### src/rtl/dsm_if_pkg.sv
package dsm_if_pkg;
  typedef struct packed {
    logic en;
    logic slow;
  } clk_cfg_t;
endpackage

### src/rtl/dsm_sync_edge.sv
module dsm_sync_edge #(
  parameter int STAGES = 2
) (
  input  logic clk_i,
  input  logic rst_ni,
  input  logic async_i,
  input  logic en_i,
  output logic rise_o
);
  logic [STAGES:0] sh_q;

  always_ff @(posedge clk_i or negedge rst_ni) begin
    if (!rst_ni) sh_q <= '0;
    else         sh_q <= {sh_q[STAGES-1:0], async_i};
  end

  assign rise_o = en_i & sh_q[STAGES-1] & ~sh_q[STAGES];
endmodule

### src/rtl/dsm_clk_div.sv
module dsm_clk_div
  import dsm_if_pkg::*;
#(
  parameter int DIV_FAST = 16,
  parameter int DIV_SLOW = 32,
  parameter int DIV_W    = $clog2(DIV_SLOW)
) (
  input  logic           clk_i,
  input  logic           rst_ni,
  input  clk_cfg_t       cfg_i,
  input  logic           apply_ok_i,
  input  logic           resync_i,
  output logic           mclk_o,
  output clk_cfg_t       act_o,
  output logic [DIV_W-1:0] cnt_o,
  output logic [DIV_W:0] period_o
);
  localparam logic [DIV_W-1:0] LAST_F = DIV_W'(DIV_FAST - 1);
  localparam logic [DIV_W-1:0] LAST_S = DIV_W'(DIV_SLOW - 1);
  localparam logic [DIV_W-1:0] HALF_F = DIV_W'(DIV_FAST / 2);
  localparam logic [DIV_W-1:0] HALF_S = DIV_W'(DIV_SLOW / 2);

  logic [DIV_W-1:0] cnt_q, cnt_d;
  clk_cfg_t         act_q, act_d;
  logic             mclk_q, wrap;

  assign wrap = (cnt_q == (act_q.slow ? LAST_S : LAST_F));

  always_comb begin
    act_d = act_q;
    if (resync_i)  cnt_d = '0;
    else if (wrap) cnt_d = '0;
    else           cnt_d = cnt_q + 1'b1;
    // new settings only at a period end (low phase) that the sampler allows
    if (wrap && apply_ok_i && !resync_i) act_d = cfg_i;
  end

  always_ff @(posedge clk_i or negedge rst_ni) begin
    if (!rst_ni) begin
      cnt_q  <= '0;
      act_q  <= '0;
      mclk_q <= 1'b0;
    end else begin
      cnt_q  <= cnt_d;
      act_q  <= act_d;
      mclk_q <= act_d.en && (cnt_d < (act_d.slow ? HALF_S : HALF_F));
    end
  end

  assign mclk_o   = mclk_q;
  assign act_o    = act_q;
  assign cnt_o    = cnt_q;
  assign period_o = act_q.slow ? (DIV_W+1)'(DIV_SLOW) : (DIV_W+1)'(DIV_FAST);
endmodule

### src/rtl/dsm_bit_sampler.sv
module dsm_bit_sampler #(
  parameter int BIT_CYCLES = 64,
  parameter int SAMPLE_OFS = 4,
  parameter int SMP_W      = $clog2(BIT_CYCLES)
) (
  input  logic             clk_i,
  input  logic             rst_ni,
  input  logic             run_i,
  input  logic             resync_i,
  input  logic             mdata_i,
  input  logic             mflag_i,
  output logic             bit_o,
  output logic             flag_o,
  output logic             valid_o,
  output logic             last_o,
  output logic [SMP_W-1:0] cnt_o
);
  localparam logic [SMP_W-1:0] LAST = SMP_W'(BIT_CYCLES - 1);
  localparam logic [SMP_W-1:0] OFS  = SMP_W'(SAMPLE_OFS);

  logic [SMP_W-1:0] cnt_q;
  logic             bit_q, flag_q, valid_q, capture;

  assign capture = run_i && !resync_i && (cnt_q == OFS);

  always_ff @(posedge clk_i or negedge rst_ni) begin
    if (!rst_ni) begin
      cnt_q   <= '0;
      bit_q   <= 1'b0;
      flag_q  <= 1'b0;
      valid_q <= 1'b0;
    end else begin
      if (!run_i || resync_i) cnt_q <= '0;
      else if (cnt_q == LAST) cnt_q <= '0;
      else                    cnt_q <= cnt_q + 1'b1;
      valid_q <= capture;
      if (capture) begin
        bit_q  <= mdata_i;
        flag_q <= mflag_i;
      end
    end
  end

  assign bit_o   = bit_q;
  assign flag_o  = flag_q;
  assign valid_o = valid_q;
  assign last_o  = (cnt_q == LAST);
  assign cnt_o   = cnt_q;
endmodule

### src/rtl/dsm_if_ctrl.sv
module dsm_if_ctrl
  import dsm_if_pkg::*;
#(
  parameter int DIV_FAST   = 16,
  parameter int DIV_SLOW   = 32,
  parameter int BIT_CYCLES = 64,
  parameter int SAMPLE_OFS = 4,
  parameter int SYNC_STAGES = 2
) (
  input  logic clk_i,
  input  logic rst_ni,
  input  logic cfg_clk_en_i,
  input  logic cfg_rate_slow_i,
  input  logic cfg_sync_en_i,
  input  logic sync_i,
  input  logic mdata_i,
  input  logic mflag_i,
  output logic mclk_o,
  output logic msync_o,
  output logic bit_o,
  output logic flag_o,
  output logic valid_o
);
  localparam int DIV_W = $clog2(DIV_SLOW);
  localparam int SMP_W = $clog2(BIT_CYCLES);

  logic             resync, smp_last, apply_ok;
  clk_cfg_t         cfg, act;
  logic [DIV_W-1:0] div_cnt;
  logic [DIV_W:0]   period, msync_cnt_q;
  logic [SMP_W-1:0] smp_cnt;

  assign cfg      = '{en: cfg_clk_en_i, slow: cfg_rate_slow_i};
  // while running, settings change only where a bit period ends
  assign apply_ok = !act.en || smp_last;

  dsm_sync_edge #(.STAGES(SYNC_STAGES)) u_sync (
    .clk_i, .rst_ni, .async_i(sync_i), .en_i(cfg_sync_en_i), .rise_o(resync)
  );

  dsm_clk_div #(.DIV_FAST(DIV_FAST), .DIV_SLOW(DIV_SLOW), .DIV_W(DIV_W)) u_div (
    .clk_i, .rst_ni, .cfg_i(cfg), .apply_ok_i(apply_ok), .resync_i(resync),
    .mclk_o, .act_o(act), .cnt_o(div_cnt), .period_o(period)
  );

  dsm_bit_sampler #(.BIT_CYCLES(BIT_CYCLES), .SAMPLE_OFS(SAMPLE_OFS), .SMP_W(SMP_W)) u_smp (
    .clk_i, .rst_ni, .run_i(act.en), .resync_i(resync), .mdata_i, .mflag_i,
    .bit_o, .flag_o, .valid_o, .last_o(smp_last), .cnt_o(smp_cnt)
  );

  always_ff @(posedge clk_i or negedge rst_ni) begin
    if (!rst_ni)               msync_cnt_q <= '0;
    else if (resync)           msync_cnt_q <= period;
    else if (msync_cnt_q != 0) msync_cnt_q <= msync_cnt_q - 1'b1;
  end

  assign msync_o = (msync_cnt_q != 0);
endmodule

### config.mk
export PLATFORM = sky130hd
export DESIGN_NAME = dsm_if_ctrl
export DESIGN_NICKNAME = d
export VERILOG_FILES = /design/src/rtl/dsm_if_pkg.sv /design/src/rtl/dsm_sync_edge.sv /design/src/rtl/dsm_clk_div.sv /design/src/rtl/dsm_bit_sampler.sv /design/src/rtl/dsm_if_ctrl.sv
export SDC_FILE = /design/constraint.sdc
export NUM_CORES = 1
export LEC_CHECK = 0
export ABC_AREA = 1
export BUFFER_PORTS_ARGS = -buffer_cell sky130_fd_sc_hd__buf_2
export CAP_MARGIN = 20
export CORE_ASPECT_RATIO = 1.75
export CORE_MARGIN = 5
export CORE_UTILIZATION = 52
export DETAILED_ROUTE_END_ITERATION = 10
export GPL_ROUTABILITY_DRIVEN = 0
export PLACE_DENSITY = 0.79
export SYNTH_ARGS = -nofsm -noshare
export SYNTH_HDL_FRONTEND = slang
export SYNTH_HIERARCHICAL = 1
export SYNTH_SLANG_ARGS = --single-unit
### constraint.sdc
create_clock -name clk_i -period 1.8 [get_ports clk_i]
set_clock_uncertainty 0.1 [all_clocks]
set_input_delay 0.18 -clock clk_i [delete_from_list [all_inputs] [get_ports clk_i]]
set_output_delay 0.18 -clock clk_i [all_outputs]
set_load 0.05 [all_outputs]
; ---- Word-level counts from Yosys, hierarchy flattened
; Cells that the tools add are included.
[classes]
n_addsub = 3
n_lt_le_gt_ge = 1
eq_ne = 3
n_mux = 10
bitwise_logic = 3
n_reduce_logical = 11
[op_table]
columns = cell, count
row1 = 2-to-1 mux 6 bit, 5
row2 = 2-to-1 mux 5 bit, 4
row3 = "adder 6 x 1 -> 6 bit, second input constant", 1
row4 = "equality test 6 x 3 -> 1 bit, second input constant", 1
row5 = "equality test 6 bit, second input constant", 1
row6 = nonzero test 6 bit, 1
row7 = "subtractor 6 x 1 -> 6 bit, second input constant", 1
row8 = "adder 5 x 1 -> 5 bit, second input constant", 1
row9 = equality test 5 bit, 1
row10 = logical AND 1 bit, 5
row11 = less-than comparator 5 bit, 1
row12 = bitwise AND 1 bit, 2
row13 = zero test 1 bit, 2
row14 = logical OR 1 bit, 2
row15 = 2-to-1 mux 2 bit, 1
row16 = nonzero test 2 bit, 1
row17 = NOT 1 bit, 1
[word_totals]
ff_bits = 26
input_bits = 8
out_inout_bits = 5
word_cells = 41

; ---- Logic depth before layout (Yosys ltp)
; Gate-level depths: netlist of run 1.
[depth]
depth_word = 8
depth_mapped = 15
depth_no_buf = 15

; ---- By module
; Netlist of run 1, hierarchy kept.
[modules_own_cells]
columns = module, instances, cells_per_inst, area_each_um2, seq_area_each_um2
row1 = dsm_clk_div, 1, 56, 474.2, 200.2
row2 = dsm_bit_sampler, 1, 53, 454.2, 225.2
row3 = dsm_if_ctrl, 1, 55, 395.4, 150.1
row4 = dsm_sync_edge, 1, 5, 85.1, 75.1

; ---- Least setup slack after synthesis of run 1
; Ideal clock, no wire load.
[synth_timing]
path_kind = flip-flop to flip-flop
start = register u_smp.cnt_q[0], in the netlist u_smp/cnt_o[0]
end = register u_div.mclk_q, in the netlist u_div/mclk_o
setup_time_ps = 73
arrival_time_ps = 1716
required_ps = 1627
setup_slack_ps = -89
stages_incl_launch_ff = 16
path_buffers = 0
synth_period_minus_slack_ps = 1889
cell_sequence = dfrtp_1 > ha_1 > nand2_1 > inv_1 > nand3_2 > inv_1 > inv_1 > nand2_1 > inv_1 > nor2_1 > nand3_1 > nand2_1 > nand2_2 > ha_1 > nand3b_1 > a21oi_2
[synth_between]
elab_chain_len = 8
[synth_lines]
columns = element, line
row1 = start: declaration, dsm_bit_sampler.sv:21  ; logic [SMP_W-1:0] cnt_q;
row2 = start signal: assignment, dsm_bit_sampler.sv:35  ; else cnt_q <= cnt_q + 1'b1;
row3 = equality test 6 bit (*), dsm_bit_sampler.sv:47  ; assign last_o = (cnt_q == LAST);
row4 = net smp_last, dsm_if_ctrl.sv:27  ; logic resync, smp_last, apply_ok;
row5 = logical OR 1 bit (*), dsm_if_ctrl.sv:35  ; assign apply_ok = !act.en || smp_last;
row6 = net apply_ok, dsm_if_ctrl.sv:27
row7 = logical AND 1 bit (*) (2 in series), dsm_clk_div.sv:35  ; if (wrap && apply_ok_i && !resync_i) act_d = cfg_i;
row8 = 2-to-1 mux 2 bit (*), dsm_clk_div.sv:35
row9 = 2-to-1 mux 5 bit, dsm_clk_div.sv:46  ; mclk_q <= act_d.en && (cnt_d < (act_d.slow ? HALF_S : HALF_F));
row10 = less-than comparator 5 bit, dsm_clk_div.sv:46
row11 = logical AND 1 bit (*), dsm_clk_div.sv:46
row12 = end signal: assignment, dsm_clk_div.sv:46
row13 = end: declaration, dsm_clk_div.sv:25  ; logic mclk_q, wrap;
; The timed path passes the listed nets; every way through them passes the cells marked *.
; A chain may end at the register's enable or synchronous reset.

; ---- Worst setup path after layout of run 1
[layout_timing]
start = register u_smp.cnt_q[1], in the netlist u_smp/cnt_o[1]
end = register u_div.mclk_q, in the netlist u_div/mclk_o
; Same word-level chain as after synthesis.

==> qor.yml, run 1 <==
run_status: "complete, but fails checks"
violated_checks: "setup timing"
via_count: 1166
width_of_the_die_um: 49.3
worst_slew_pin_slew_ps: 587
critical_path_at_ps: 2030
synth.largest_area_cell: "sky130_fd_sc_hd__dfrtp_1"
dp_cells: 214
detail_route.wirelength_um: 2950
yosys.area.top_type_share: 0.462
commonest_cells_in_the_synthesized_netlist: "sky130_fd_sc_hd__nand2_1 (40), sky130_fd_sc_hd__dfrtp_1 (26), sky130_fd_sc_hd__inv_1 (26), sky130_fd_sc_hd__nor2_1 (12), sky130_fd_sc_hd__nand3_1 (10)"
port-buffer-count: 12
diodes: 0
end_kind: "register"
clockRootBuffer: "sky130_fd_sc_hd__clkbuf_8"
cp_slowest_stage_delay_ps: 370
cp.buffers_inverters: 4
core_utilization_of_the_finished_layout: 0.650
synth-seq-area-share: 0.462
fin_cells: 228
netlist_instances: 169
worst_skew_pair.late_latency_ps: 270
report.final.setup_viol: 2
timing.critical_path.slowest_stage_cell: "sky130_fd_sc_hd__dfrtp_1"
worstSetupPathDepth: 15
postSynthRegisterBits: 26
post_dr_wirelength_cell_um: 12.9
relSlewSlack: 0.609
design_power_total_uw: 2320
largest_driver_fanout_on_the_critical_path: 3
final_period_minus_worst_setup_slack_ps: 1930
layout.filler_cells: 212
tritoncts_buffer_count: 3
cell_area_after_synthesis_um2: 1410
die_y_um: 78.9
cts_max_level: 1
worstRegToRegCells: 15
grt_remaining_overflow: 0
clock.fmax_mhz: 519
detailroute.wirelength.met2_um: 1650
ys_dominant_reg_cell: "sky130_fd_sc_hd__dfrtp_1"
seq_area_um2: 651
detailedPlacementHpwl_um: 2120
grt_use_total: 0.166
critical_path.startpoint_type: "register"
number_of_standard_cell_rows_in_the_floorplan: 25
vias_per_cell: 5.11
cts_sinks: 26
grt_start_max_net_pins: 27
power_density_over_the_cells_nw_per_um2: 1350
number_of_synthesized_flops_with_an_enable_pin: 0
floorplan.initialDensity: 0.530
postSynthAreaPerCell_um2: 8.34
maxCapViolCount: 0
critical_path.top_delay_family: "simple AND/OR/NAND/NOR gates"
number_of_library_cell_types_mapped_by_synthesis: 30
route.antenna.remaining_nets: 0
met3_length_um: 77
antenna_found_initial: 0
cts_tree: "yes"
timing.critical_path.mode_cell: "sky130_fd_sc_hd__inv_2"
setup-tns-final_ps: -223
io-pin-count: 13
nets: 217
vdd_ir_drop_max_mv: 0.744
timing.final.crit_share: 1.07
critical_path_required_ps: 1910
highest-signal-layer: "met4"
drt_iter0_drc: 28
global_route_wire_length_before_repair_um: 5060
asyncSetResetFlopFracSynth: 1.00
critPathKind: "register to register"
detailedRoute.firstPassIterationCount: 4
report.final.slew_viol_count: 0
worst_hold_path_type: "primary input to register"
path_cells: "ha_2, nand2_2, inv_2, nand3_2, inv_2, inv_2, nand2_2, inv_2, nor2_4, nand3_2, nand2_2, nand2_4, ha_4, nand3b_1, a21oi_2"
core_area_um2: 2660
drive_gt1_frac: 0.323
synth_most_common_cell: "sky130_fd_sc_hd__nand2_1"
rsz_0062_raised_after_global_routing: "true"
design.die.area_um2: 3890
cts.clk_slew.worst_paths_ps: 80
worst_case_setup_margin_in_the_final_layout_ps: -126
syn2layout_area_growth_pct: 22.6
drc_errors: 0
total_area_of_multi_input_combinational_cells_um2: 661
synthTopCellsByArea: "sky130_fd_sc_hd__dfrtp_1 (46%), sky130_fd_sc_hd__nand2_1 (11%), sky130_fd_sc_hd__inv_1 (6.9%)"
first_global_vias: 1224
cts.path.max_buffers: 2
yosys_warnings: 6
report.final.hold_viol_count: 0
whs_path_depth: 3
leakagePower_uw: 0.000916
wl_met1_um: 1110
area by class of cell:
class                           instances  area share
Multi-Input combinational cell        110       0.382
Sequential cell                        26       0.377
Tap cell                               27      0.0196
Clock buffer                            3      0.0239
Inverter                               30      0.0666
Timing Repair Buffer                   32       0.131
final timing paths:
path | startpoint | to | slack, ps
max | u_smp/cnt_o[1] | u_div/mclk_o | -130
min | mflag_i | u_smp/flag_o | 50
max reg2reg | u_smp/cnt_o[1] | u_div/mclk_o | -130
min reg2reg | u_sync/sh_q[0] | u_sync/sh_q[1] | 270
max in group asynchronous | rst_ni | msync_cnt_q[0] | 870
min in group asynchronous | rst_ni | u_div/act_o[0] | 340
layer usage:
metal | GRT usage | up-vias
met5 | 0 | -
met4 | 0.0970 | 0
met3 | 0.0244 | 12
met2 | 0.301 | 25
met1 | 0.174 | 547
li1 | - | 582
worst reg2reg max path, delay by kind of cell, from the launching register on:
kind	cells	cell delay (ps)
flops	1	370
compound gates	1	100
buf+inv	4	220
fa+ha+maj	2	350
simple gates	8	730
where the power goes:
| group | leakage (uW) | switching [uW] | internal, uW |
|---|---|---|---|
| registers | 0.000311 | 168 | 782 |
| logic | 0.000584 | 645 | 409 |
| clock network | 0.0000216 | 170 | 150 |
state kept, by name, indices dropped and copies added, names as in the netlist:
signal,count
u_sync/sh_q,3
u_div/mclk_o,1
u_smp/flag_o,1
msync_cnt_q,6
u_smp/cnt_o,6
u_div/cnt_o,5
u_div/act_o,2
u_smp/bit_o,1
u_smp/valid_o,1
cells by family after synthesis:
kind of cell    after synthesis  share of synthesized area
simple gates                 86                      0.306
flops                        26                      0.462
buf+inv                      36                      0.112
other cells                   1                    0.00266
fa+ha+maj                     6                     0.0533
compound gates               12                     0.0515
xor+xnor                      2                     0.0124
through the flow:
step                hold slack [ps]  worst slack (ps)  instance area (um^2)
global placement                100             -12.1                  1540
detailed placement              105              -129                  1540
floorplan                      -216             -42.2                  1420
global route                   57.4              -246                  1730
finish                         46.8              -126                  1730
CTS                            46.4              -100                  1690
layout by cell type, fill, tap and decap left out, drive strengths merged:
| cell | Yosys | final |
|---|---|---|
| a21oi | 5 | 5 |
| and2 | 1 | 1 |
| buf | 6 | 30 |
| clkbuf | 0 | 3 |
| clkinv | 1 | 1 |
| conb | 1 | 4 |
| dfrtp | 26 | 26 |
| dlygate4sd3 | 0 | 2 |
| ha | 6 | 6 |
| inv | 29 | 29 |
| nand2 | 46 | 46 |
| nand3 | 12 | 12 |
| nand3b | 1 | 1 |
| nand4 | 5 | 5 |
| nor2 | 18 | 18 |
| nor3 | 1 | 1 |
| nor3b | 2 | 2 |
| o21a | 1 | 1 |
| o21ai | 5 | 5 |
| o21bai | 1 | 1 |
| xnor2 | 1 | 1 |
| xor2 | 1 | 1 |
timing repair:
| action | in CTS | in global routing |
|---|---|---|
| buffers inserted | 6 | 4 |
| gates resized for setup | 8 | 9 |
| pin swaps | 8 | 6 |
| setup endpoints to repair | 1 | 3 |
| hold endpoints to repair | 27 | 0 |
| hold buffers | 2 | 0 |
Note: power is estimated with default switching activity, not from simulation.
==> inputs of run 2 (changes only) <==
Settings changed: ABC_AREA 1 to unset, CORE_UTILIZATION 52 to 54, CTS_BUF_LIST set to sky130_fd_sc_hd__clkbuf_4 sky130_fd_sc_hd__clkbuf_8, PLACE_DENSITY 0.79 to 0.82.
==> qor.yml, run 2 <==
dp_cells: 172  # was 214
synth-seq-area-share: 0.484  # was 0.462
cts_max_level: 1  # unchanged
yosys.area.top_type_share: 0.484  # was 0.462
most_common_library_cell_in_the_layout_ignoring_fill_and_taps: "sky130_fd_sc_hd__dfrtp_1"  # was sky130_fd_sc_hd__nand2_1
synth.largest_area_cell: "sky130_fd_sc_hd__dfrtp_1"  # unchanged
cts.clk_slew.worst_paths_ps: 90  # was 80 ps
worst_case_setup_margin_in_the_final_layout_ps: -275  # was -126 ps
layout.cells.most_common_list: "sky130_fd_sc_hd__dfrtp_1 (26), sky130_fd_sc_hd__buf_4 (21), sky130_fd_sc_hd__buf_2 (11)"  # was sky130_fd_sc_hd__nand2_1 (37), sky130_fd_sc_hd__dfrtp_1 (26), sky130_fd_sc_hd__inv_1 (22)
postSynthRegisterBits: 26  # unchanged
number_of_library_cell_types_mapped_by_synthesis: 40  # was 30
report.final.hold_viol_count: 0  # unchanged
grt_use_total: 0.168  # was 0.166
critical_path_at_ps: 2160  # was 2030 ps
worst_slew_pin_slew_ps: 570  # was 587 ps
diodes: 0  # unchanged
global_route_wire_length_before_repair_um: 4510  # was 5060 um
ys_dominant_reg_cell: "sky130_fd_sc_hd__dfrtp_1"  # unchanged
post_dr_wirelength_cell_um: 15.7  # was 12.9 um
first_global_vias: 1003  # was 1224
detail_route.wirelength_um: 2900  # was 2950 um
design.die.area_um2: 3630  # was 3890 um^2
route.antenna.remaining_nets: 0  # unchanged
width_of_the_die_um: 47.7  # was 49.3 um
critical_path_required_ps: 1890  # was 1910 ps
violated_checks: "setup timing"  # unchanged
number_of_standard_cell_rows_in_the_floorplan: 24  # was 25
die_y_um: 76.0  # was 78.9 um
cts_sinks: 26  # unchanged
syn2layout_area_growth_pct: 28.1  # was 22.6%
drt_iter0_drc: 24  # was 28
cts.path.max_buffers: 2  # unchanged
synth_most_common_cell: "sky130_fd_sc_hd__dfrtp_1"  # was sky130_fd_sc_hd__nand2_1
drc_errors: 0  # unchanged
relSlewSlack: 0.620  # was 0.609
timing.final.crit_share: 1.15  # was 1.07
netlist_instances: 123  # was 169
report.final.setup_viol: 2  # unchanged
nets: 174  # was 217
layout.filler_cells: 177  # was 212
fin_cells: 185  # was 228
port-buffer-count: 12  # unchanged
tritoncts_buffer_count: 3  # unchanged
run_status: "complete, but fails checks"  # unchanged
vdd_ir_drop_max_mv: 0.762  # was 0.744 mV
number_of_synthesized_flops_with_an_enable_pin: 0  # unchanged
detailedRoute.firstPassIterationCount: 4  # unchanged
detailedPlacementHpwl_um: 1960  # was 2120 um
cts_tree: "yes"  # unchanged
clockRootBuffer: "sky130_fd_sc_hd__clkbuf_8"  # unchanged
setup-tns-final_ps: -322  # was -223 ps
worst_hold_path_type: "primary input to register"  # unchanged
power_density_over_the_cells_nw_per_um2: 1310  # was 1350 nW/um^2
clock.fmax_mhz: 482  # was 519 MHz
yosys_warnings: 6  # unchanged
maxCapViolCount: 0  # unchanged
end_kind: "register"  # unchanged
grt_remaining_overflow: 0  # unchanged
grt_start_max_net_pins: 27  # unchanged
synthTopCellsByArea: "sky130_fd_sc_hd__dfrtp_1 (48%), sky130_fd_sc_hd__ha_1 (5.6%), sky130_fd_sc_hd__buf_4 (2.8%)"  # was sky130_fd_sc_hd__dfrtp_1 (46%), sky130_fd_sc_hd__nand2_1 (11%), sky130_fd_sc_hd__inv_1 (6.9%)
via_count: 1003  # was 1166
drive_gt1_frac: 0.377  # was 0.323
vias_per_cell: 5.42  # was 5.11
final_period_minus_worst_setup_slack_ps: 2070  # was 1930 ps
total_area_of_multi_input_combinational_cells_um2: 686  # was 661 um^2
cell_area_after_synthesis_um2: 1350  # was 1410 um^2
postSynthAreaPerCell_um2: 10.9  # was 8.34 um^2
floorplan.initialDensity: 0.553  # was 0.530
io-pin-count: 13  # unchanged
worst_skew_pair.late_latency_ps: 270  # about the same
report.final.slew_viol_count: 0  # unchanged
critPathKind: "register to register"  # unchanged
core_area_um2: 2430  # was 2660 um^2
asyncSetResetFlopFracSynth: 1.00  # unchanged
leakagePower_uw: 0.000795  # was 0.000916 uW
seq_area_um2: 651  # unchanged
critical_path.startpoint_type: "register"  # unchanged
largest_driver_fanout_on_the_critical_path: 3  # unchanged
commonest_cells_in_the_synthesized_netlist: "sky130_fd_sc_hd__dfrtp_1 (26), sky130_fd_sc_hd__nor2_1 (10), sky130_fd_sc_hd__inv_1 (8)"  # was sky130_fd_sc_hd__nand2_1 (40), sky130_fd_sc_hd__dfrtp_1 (26), sky130_fd_sc_hd__inv_1 (26), sky130_fd_sc_hd__nor2_1 (12), sky130_fd_sc_hd__nand3_1 (10)
antenna_found_initial: 0  # unchanged
rsz_0062_raised_after_global_routing: "true"  # unchanged
-- run 2: cell count changes after synthesis, moves of 4 or more --
cell,change
sky130_fd_sc_hd__nand4_1,-4
sky130_fd_sc_hd__nand2b_1,+4
sky130_fd_sc_hd__nand2_2,-6
sky130_fd_sc_hd__nor2b_1,+5
sky130_fd_sc_hd__inv_1,-18
sky130_fd_sc_hd__nand3_1,-7
sky130_fd_sc_hd__nand2_1,-34
sky130_fd_sc_hd__nor3_1,+5
-- run 2: final timing paths --
check / cells after the start / slack [ps] / from / endpoint
max: 11 / -270 / u_smp/cnt_o[0] / u_div/mclk_o
min: 2 / 50 / mdata_i / u_smp/bit_o
max reg2reg: 11 / -270 / u_smp/cnt_o[0] / u_div/mclk_o
min reg2reg: 0 / 260 / u_sync/sh_q[0] / u_sync/sh_q[1]
max in group asynchronous: 2 / 880 / rst_ni / u_smp/bit_o
min in group asynchronous: 2 / 330 / rst_ni / msync_cnt_q[2]
-- run 2: report_power, final --
part | total, uW | switching [uW] | internal, uW
logic | 935 | 479 | 457
registers | 845 | 119 | 726
clock network | 471 | 174 | 297
total | 2250 | 772 | 1480
-- run 2: final cells by class --
type / count / share of cell area
sequential: 26 / 0.378
clock inverter: 1 / 0.0174
inverter: 8 / 0.0174
timing repair buffer: 35 / 0.147
multi-input combinational: 86 / 0.398
tap: 26 / 0.0189
clock buffer: 3 / 0.0240
-- run 2: cells by family (layout without fill, tap and decap cells) --
group                      after synthesis  count (layout)  share of synthesized area
and+or+nand+nor                         46              46                      0.209
AOI/OAI and AO/OA                       19              19                      0.113
DFF                                     26              26                      0.484
muxes                                    3               3                     0.0298
adders and majority gates                6               6                     0.0558
xor gates and xnor gates                 8               8                     0.0521
buffers and inverters                   14              47                     0.0530
other                                    1               4                    0.00279
-- run 2: critical path: stages, from the launching register on --
cell and delay (ps):
sky130_fd_sc_hd__dfrtp_1 370, sky130_fd_sc_hd__ha_2 200, sky130_fd_sc_hd__nand2_2 70, sky130_fd_sc_hd__nor2_2 120
sky130_fd_sc_hd__nand2b_4 140, sky130_fd_sc_hd__nand2b_4 70, sky130_fd_sc_hd__buf_12 120, sky130_fd_sc_hd__o31ai_4 200
sky130_fd_sc_hd__nand2_1 110, sky130_fd_sc_hd__inv_2 80, sky130_fd_sc_hd__ha_4 190, sky130_fd_sc_hd__a211oi_2 210
-- run 2: through the flow --
stage / util / hold WS, ps / area (um^2) / setup WS [ps] / power (uW)
6_report: 0.708 / 47.2 / 1720 / -275 / 2250
5_1_grt: 0.708 / 36.3 / 1720 / -363 / 2390
4_1_cts: 0.683 / 37.8 / 1660 / -211 / 2170
3_5_place_dp: 0.628 / 110 / 1530 / -151 / 1600
3_3_place_gp: 0.628 / 98.9 / 1530 / -86.6 / 1560
2_1_floorplan: - / -216 / 1370 / -136 / 1380
-- run 2: what timing repair did --
item | 4_1_cts | 5_1_grt
hold buffers | 2 | 0
setup endpoints to repair | 3 | 3
hold endpoints to repair | 27 | 0
pin swaps | 1 | 6
setup buffers | 4 | 3
gates resized for setup | 3 | 7
-- run 2: routing by layer --
| layer | global-route usage | share of wire |
|---|---|---|
| met3 | 0.0236 | 0.021 |
| met2 | 0.277 | 0.57 |
| met1 | 0.203 | 0.40 |
| met5 | 0 | 0 |
| met4 | 0.0755 | 0.017 |
